`src/rtl/codec_regs_pkg.sv`:
```
// Package: codec_regs_pkg
// Shared widths, register indices, default values and the stored layout of
// the master volume register. Assumes a 7-bit index and 16-bit data bus.
package codec_regs_pkg;

    localparam int IDX_W  = 7;
    localparam int DATA_W = 16;
    localparam int VOL_W  = 5;

    localparam logic [IDX_W-1:0] IDX_IDENT  = 7'h00;
    localparam logic [IDX_W-1:0] IDX_MVOL   = 7'h02;
    localparam logic [IDX_W-1:0] IDX_SERCFG = 7'h74;
    localparam logic [IDX_W-1:0] IDX_SPLIT  = 7'h76;

    localparam logic [DATA_W-1:0] IDENT_WORD   = 16'h0090;
    localparam logic [DATA_W-1:0] MVOL_DEFAULT = 16'h8000;
    localparam logic [DATA_W-1:0] SERCFG_INIT  = 16'h0000;

    // Stored bits of the master volume register (reserved bits omitted)
    typedef struct packed {
        logic             mute_both;
        logic             left_ext;
        logic [VOL_W-1:0] left_att;
        logic             right_mute;
        logic             right_ext;
        logic [VOL_W-1:0] right_att;
    } mvol_t;

endpackage

```
`src/rtl/cc_index_decode.sv`:
```
// Module: cc_index_decode
// Turns a write strobe and index into one write-enable per register and the
// soft-reset pulse. Assumes at most one access per cycle.
module cc_index_decode
    import codec_regs_pkg::*;
(
    input  logic             wr_en,
    input  logic [IDX_W-1:0] reg_idx,
    output logic             soft_rst,
    output logic             we_mvol,
    output logic             we_split,
    output logic             we_sercfg
);

    // Purpose: one-hot decode of the written index
    always_comb begin
        soft_rst  = wr_en && (reg_idx == IDX_IDENT);
        we_mvol   = wr_en && (reg_idx == IDX_MVOL);
        we_split  = wr_en && (reg_idx == IDX_SPLIT);
        we_sercfg = wr_en && (reg_idx == IDX_SERCFG);
    end

endmodule

```
`src/rtl/cc_field_reg.sv`:
```
// Module: cc_field_reg
// Plain storage register of parameter width. Hard reset loads INIT_VAL.
// When KEEP_ON_SOFT is 0, soft reset also loads INIT_VAL. When it is 1,
// the value survives soft reset. Assumes we and soft_rst are never both high.
module cc_field_reg #(
    parameter int          W            = 16,
    parameter logic [W-1:0] INIT_VAL    = '0,
    parameter bit          KEEP_ON_SOFT = 1'b0
) (
    input  logic         clk,
    input  logic         rst_n,
    input  logic         soft_rst,
    input  logic         we,
    input  logic [W-1:0] d,
    output logic [W-1:0] q
);

    generate
        if (KEEP_ON_SOFT) begin : g_keep
            // Purpose: storage that ignores soft reset
            always_ff @(posedge clk) begin
                if (!rst_n)  q <= INIT_VAL;
                else if (we) q <= d;
            end


            keep_on_soft_chk: assert property (@(posedge clk) disable iff (!rst_n)
                (soft_rst && !we) |=> $stable(q));
        end else begin : g_clear
            // Purpose: storage returned to its initial value by soft reset
            always_ff @(posedge clk) begin
                if (!rst_n)        q <= INIT_VAL;
                else if (soft_rst) q <= INIT_VAL;
                else if (we)       q <= d;
            end


            clear_on_soft_chk: assert property (@(posedge clk) disable iff (!rst_n)
                soft_rst |=> (q == INIT_VAL));
        end
    endgenerate

endmodule

```
`src/rtl/cc_master_volume.sv`:
```
// Module: cc_master_volume
// Master volume register. A write with a channel's extension bit set
// saturates that channel's attenuation. The right-mute bit is written and
// shown only while split_en is 1. Assumes we and soft_rst are exclusive.
module cc_master_volume
    import codec_regs_pkg::*;
(
    input  logic              clk,
    input  logic              rst_n,
    input  logic              soft_rst,
    input  logic              we,
    input  logic [DATA_W-1:0] wdata,
    input  logic              split_en,
    output logic [DATA_W-1:0] rd_word
);

    localparam mvol_t DEF_STORE = '{mute_both: MVOL_DEFAULT[15], left_ext: MVOL_DEFAULT[13],
                                    left_att: MVOL_DEFAULT[12:8], right_mute: MVOL_DEFAULT[7],
                                    right_ext: MVOL_DEFAULT[5], right_att: MVOL_DEFAULT[4:0]};

    mvol_t            st;
    logic [VOL_W-1:0] left_next;
    logic [VOL_W-1:0] right_next;

    // Purpose: compatibility saturation of each written attenuation field
    always_comb begin
        left_next  = wdata[13] ? '1 : wdata[12:8];
        right_next = wdata[5]  ? '1 : wdata[4:0];
    end

    // Purpose: stored volume state with hard and soft reset
    always_ff @(posedge clk) begin
        if (!rst_n || soft_rst) begin
            st <= DEF_STORE;
        end else if (we) begin
            st.mute_both <= wdata[15];
            st.left_ext  <= wdata[13];
            st.left_att  <= left_next;
            st.right_ext <= wdata[5];
            st.right_att <= right_next;
            if (split_en) st.right_mute <= wdata[7];
        end
    end

    // Purpose: readback word with reserved bits at 0 and gated right mute
    always_comb begin
        rd_word = {st.mute_both, 1'b0, st.left_ext, st.left_att,
                   st.right_mute & split_en, 1'b0, st.right_ext, st.right_att};
    end


    left_sat_chk: assert property (@(posedge clk) disable iff (!rst_n)
        (we && wdata[13]) |=> (st.left_att == '1));


    right_sat_chk: assert property (@(posedge clk) disable iff (!rst_n)
        (we && wdata[5]) |=> (st.right_att == '1));


    rmute_hold_chk: assert property (@(posedge clk) disable iff (!rst_n)
        (!split_en && !soft_rst) |=> $stable(st.right_mute));


    soft_default_chk: assert property (@(posedge clk) disable iff (!rst_n)
        soft_rst |=> (rd_word == MVOL_DEFAULT));

endmodule

```
`src/rtl/cc_read_port.sv`:
```
// Module: cc_read_port
// Registered read path. It selects the word for the strobed index and holds
// it until the next read. Unknown indices return zero.
module cc_read_port
    import codec_regs_pkg::*;
(
    input  logic              clk,
    input  logic              rst_n,
    input  logic              rd_en,
    input  logic [IDX_W-1:0]  reg_idx,
    input  logic [DATA_W-1:0] mvol_word,
    input  logic              split_q,
    input  logic [DATA_W-1:0] sercfg_q,
    output logic [DATA_W-1:0] rd_data
);

    logic [DATA_W-1:0] sel_word;

    // Purpose: index to read word selection
    always_comb begin
        case (reg_idx)
            IDX_IDENT:  sel_word = IDENT_WORD;
            IDX_MVOL:   sel_word = mvol_word;
            IDX_SPLIT:  sel_word = {{(DATA_W-1){1'b0}}, split_q};
            IDX_SERCFG: sel_word = sercfg_q;
            default:    sel_word = '0;
        endcase
    end

    // Purpose: capture the selected word on a read strobe, hold otherwise
    always_ff @(posedge clk) begin
        if (!rst_n)     rd_data <= '0;
        else if (rd_en) rd_data <= sel_word;
    end


    ident_read_chk: assert property (@(posedge clk) disable iff (!rst_n)
        (rd_en && reg_idx == IDX_IDENT) |=> (rd_data == 16'h0090));


    unknown_zero_chk: assert property (@(posedge clk) disable iff (!rst_n)
        (rd_en && reg_idx != IDX_IDENT && reg_idx != IDX_MVOL &&
         reg_idx != IDX_SPLIT && reg_idx != IDX_SERCFG) |=> (rd_data == '0));


    hold_chk: assert property (@(posedge clk) disable iff (!rst_n)
        !rd_en |=> $stable(rd_data));

endmodule

```
`src/rtl/codec_ctrl_regs.sv`:
```
// Module: codec_ctrl_regs
// Top of the codec control register file. It ties the index decode, the
// master volume, the split-mute and serial-configuration storage and the
// registered read port together. Assumes one bus access per cycle.
module codec_ctrl_regs
    import codec_regs_pkg::*;
(
    input  logic              clk,
    input  logic              rst_n,
    input  logic [IDX_W-1:0]  reg_idx,
    input  logic              wr_en,
    input  logic [DATA_W-1:0] wr_data,
    input  logic              rd_en,
    output logic [DATA_W-1:0] rd_data
);

    logic              soft_rst;
    logic              we_mvol;
    logic              we_split;
    logic              we_sercfg;
    logic              split_q;
    logic [DATA_W-1:0] sercfg_q;
    logic [DATA_W-1:0] mvol_word;

    cc_index_decode u_dec (
        .wr_en     (wr_en),
        .reg_idx   (reg_idx),
        .soft_rst  (soft_rst),
        .we_mvol   (we_mvol),
        .we_split  (we_split),
        .we_sercfg (we_sercfg)
    );

    cc_field_reg #(.W(1), .INIT_VAL(1'b0), .KEEP_ON_SOFT(1'b0)) u_split (
        .clk      (clk),
        .rst_n    (rst_n),
        .soft_rst (soft_rst),
        .we       (we_split),
        .d        (wr_data[0]),
        .q        (split_q)
    );

    cc_field_reg #(.W(DATA_W), .INIT_VAL(SERCFG_INIT), .KEEP_ON_SOFT(1'b1)) u_sercfg (
        .clk      (clk),
        .rst_n    (rst_n),
        .soft_rst (soft_rst),
        .we       (we_sercfg),
        .d        (wr_data),
        .q        (sercfg_q)
    );

    cc_master_volume u_mvol (
        .clk      (clk),
        .rst_n    (rst_n),
        .soft_rst (soft_rst),
        .we       (we_mvol),
        .wdata    (wr_data),
        .split_en (split_q),
        .rd_word  (mvol_word)
    );

    cc_read_port u_rd (
        .clk       (clk),
        .rst_n     (rst_n),
        .rd_en     (rd_en),
        .reg_idx   (reg_idx),
        .mvol_word (mvol_word),
        .split_q   (split_q),
        .sercfg_q  (sercfg_q),
        .rd_data   (rd_data)
    );


    rst_state_chk: assert property (@(posedge clk)
        !rst_n |=> (rd_data == '0));

endmodule

```
`config.mk`:
```
export PLATFORM = sky130hd
export DESIGN_NAME = codec_ctrl_regs
export DESIGN_NICKNAME = d
export VERILOG_FILES = /design/src/rtl/codec_regs_pkg.sv /design/src/rtl/cc_index_decode.sv /design/src/rtl/cc_field_reg.sv /design/src/rtl/cc_master_volume.sv /design/src/rtl/cc_read_port.sv /design/src/rtl/codec_ctrl_regs.sv
export SDC_FILE = /design/constraint.sdc
export NUM_CORES = 1
export LEC_CHECK = 0
export BUFFER_PORTS_ARGS = -buffer_cell sky130_fd_sc_hd__buf_2
export CAP_MARGIN = 0
export CORE_UTILIZATION = 45
export CTS_BUF_LIST = sky130_fd_sc_hd__clkbuf_4 sky130_fd_sc_hd__clkbuf_8
export CTS_CLUSTER_SIZE = 25
export DETAILED_ROUTE_END_ITERATION = 6
export PLACE_DENSITY = 0.76
export SLEW_MARGIN = 20
export SYNTH_ARGS = -nofsm -noshare
export SYNTH_HDL_FRONTEND = slang
export SYNTH_SLANG_ARGS = --single-unit
```
`constraint.sdc`:
```
create_clock -name clk -period 2 [get_ports clk]
set_input_delay 0.4 -clock clk [delete_from_list [all_inputs] [get_ports clk]]
set_output_delay 0.4 -clock clk [all_outputs]
set_load 0.02 [all_outputs]
```
==> flow_metrics.tcl <==
set metrics [dict create \
    synth_seq_cells 47 \
    clk_pin_slew_ps 90 \
    antenna_cells 0 \
    grt_pass1_wl_um 7907 \
    p_clk_frac 0.340 \
    layout-drive-gt1-share 0.2366 \
    via_per_inst 5.625 \
    hold_viol 0 \
    cts_resized 0 \
    slew-limit-headroom 0.3742 \
    first_pass_iters 4 \
    fin_ws_ps 415.9 \
    power_frac_seq 0.580 \
    cp_slowest_cell "o2111ai_1" \
    rsz0062_at_grt "false" \
    cp-start-kind "input pin" \
    finClkSkew_ps 6.482 \
    drtIter0Drc 164 \
    period_share 0.7920 \
    place.gp.congestion 0.7533 \
    first_global_vias 1738 \
    cts_setup_buffers 0 \
    final.setup.tns_ps 0 \
    r2r_start "u_split.q" \
    p_leak_nw 0.8998 \
    timing.fmax_mhz 631.3 \
    cts_tree "done" \
    dp_slack_ps 148.9 \
    r2r_end "u_rd.rd_data[0]" \
    grt-ovfl-total 0 \
    crit_path_end "u_rd.rd_data[2]" \
    status "completed" \
    hold_buffers 0 \
    ioPinCount 43 \
    yosysWarnings 0 \
    grt_max_degree 31 \
    synth_seq_area_share 0.4514 \
    syn2layout_area_growth_pct 16.99 \
    insertion_delay_ps 300 \
    drv_slew 0 \
    drtAntennaViolNets 0 \
    die_h_um 70.06 \
    p_per_area_nw_per_um2 662.7 \
    setup_viol_count_final 0 \
    rr_worst_depth 3 \
    drt_drc_violations_left 0 \
    fillers 427 \
    p_sw_w 0.0003943 \
    initial_utilization 0.4722 \
    internal_power_w 0.001222 \
    peakVddDrop_v 0.0003460 \
    die_w_um 70.06 \
    fin_crit_ps 1584 \
    die-area_sq_um 4908 \
    synthesis.area_sq_um 2084 \
    startpoint "reg_idx[6]" \
    required_ps 2140 \
    arrival_ps 1730 \
    cts_max_path_buffers 2 \
    crit_buf_inv 1 \
    dr_total_vias 1862 \
    nNetsFinal 306 \
    synthCells 239 \
    swShare 0.2440 \
    endpoint_kind "flop" \
    cts_made_buffers 5 \
    crit_type "input pin to flop" \
    syn_area_per_cell_sq_um 8.722 \
    synth_nets 266 \
    power_frac_comb 0.080 \
    worst_pin_slew_ps 937.8 \
    dpl.hpwl_um 3227 \
    portBuffers 42 \
    path_max_fanout 12 \
    holdWs_ps 347.0 \
    cts.sink_count 47 \
    r2r_slack_ps 1000 \
    grt_util_all_layers 0.2007 \
    antenna_found_initial 0 \
    hp-class "input pin to flop" \
    worst-path-stages 4 \
    cp_top_family "compound AO/OA/AOI/OAI gates" \
    core_area_sq_um 4414 \
    htreeDepth 2 \
    root_buffer "clkbuf_8" \
    wirelength_um 4860 \
    avgRoutedWirePerCell_um 14.68 \
    ys_types 34 \
    cpPeakStageDelay_ps 770 \
    path_cells "buf_2, and4_1, o2111ai_1, o21ai_0" \
    rows 24 \
    max_cap_violations 0 \
]
cells in the final DEF (no fill, tap or decap), types with 3 or more instances in the layout:
master    Yosys  layout
buf_4         0       8
nor2b_1       3       3
mux2i_1      16      16
and2_1       11      11
nand2_1      48      48
clkbuf_8      0       5
a32oi_1      13      13
dfxtp_1      47      47
buf_2         6      42
nor2_1       11      11
a211oi_1     10      10
a21oi_1      15      15
o21ai_0      17      17
nand3_1       5       5
tightest hold or removal path, stage by stage:
cell and delay, ps:
buf_2 100, nand2_1 50, mux2i_1 60
per-stage QoR:
stage	power [W]	std cells	util	cell area [sq um]
6_report	0.001616	331	0.5524	2439
5_1_grt	0.001677	331	0.5524	2439
4_1_cts	0.001629	331	0.5524	2439
3_5_place_dp	0.001088	324	0.5337	2356
3_3_place_gp	0.001085	324	0.5337	2356
2_1_floorplan	0.001026	239	-	2085
worst min path at each step:
stage                 endpoint  cells after the start  slack, ps            start
6_report         u_sercfg.q[8]                      3        350       wr_data[8]
5_1_grt          u_sercfg.q[4]                      3        350       wr_data[4]
4_1_cts          u_sercfg.q[8]                      3        340       wr_data[8]
3_5_place_dp   u_rd.rd_data[4]                      2        440  u_rd.rd_data[4]
3_3_place_gp   u_rd.rd_data[7]                      2        430  u_rd.rd_data[7]
2_1_floorplan    u_sercfg.q[0]                      2        430    u_sercfg.q[0]
state kept, by name (all words and copies together) (netlist names):
name,cells
u_rd.rd_data,16
u_sercfg.q,16
u_mvol.rd_word,13
u_mvol.st,1
u_split.q,1
metal layers:
layer / share of wire / GRT usage
met1: 0.47 / 0.2516
met5: 0 / 0
met3: 0.043 / 0.04473
met2: 0.48 / 0.3408
met4: 0.013 / 0.06444
power groups by stage:
stage | Combinational (W) | Sequential, W | Clock (W)
after global placement | 0.000126 | 0.000960 | 0
after detailed placement | 0.000128 | 0.000960 | 0
after floorplan | 0.0000669 | 0.000960 | 0
after CTS | 0.000129 | 0.000937 | 0.000563
after global routing | 0.000141 | 0.000938 | 0.000598
final | 0.000130 | 0.000937 | 0.000549
Yosys cell counts (all sizes together):
cell type	n	area (sq um)
a31oi	1	6.260
buf	11	63.81
clkbuf	7	26.28
nand3b	1	7.510
nand3	5	25.02
and2	11	68.82
mux2	1	11.26
or2	1	6.260
and4	1	8.760
nor2b	3	18.77
a32oi	13	113.9
or4	1	7.510
o21ai	17	85.08
or3b	1	11.26
mux2i	16	160.2
o31ai	3	36.28
o2111ai	1	8.760
o21a	2	15.01
nand4	2	12.51
a21oi	15	75.07
nand4bb	1	11.26
and4bb	1	12.51
nor4	3	18.77
nand2	48	180.2
a211oi	10	75.07
dfxtp	47	940.9
inv	2	7.510
nand2b	1	6.260
nor2	12	47.55
nor3	1	16.27
layout make-up:
class                      count  area, sq um  area share
sequential                    47        940.9      0.3858
timing repair buffer          51        290.3      0.1190
tap                           52        65.06     0.02668
clock buffer                   5        68.82     0.02822
clock inverter                 2        13.76    0.005644
inverter                       2        7.507    0.003079
multi-input combinational    172         1052      0.4315
cell families (layout without fill, tap and decap cells):
group,Yosys count,count (layout),share of synthesized area
simple gates,93,93,0.2203
mux,17,17,0.08223
flops,47,47,0.4514
compound gates,62,62,0.1993
buf+inv,20,60,0.04682
(Power assumes the default switching activity.)
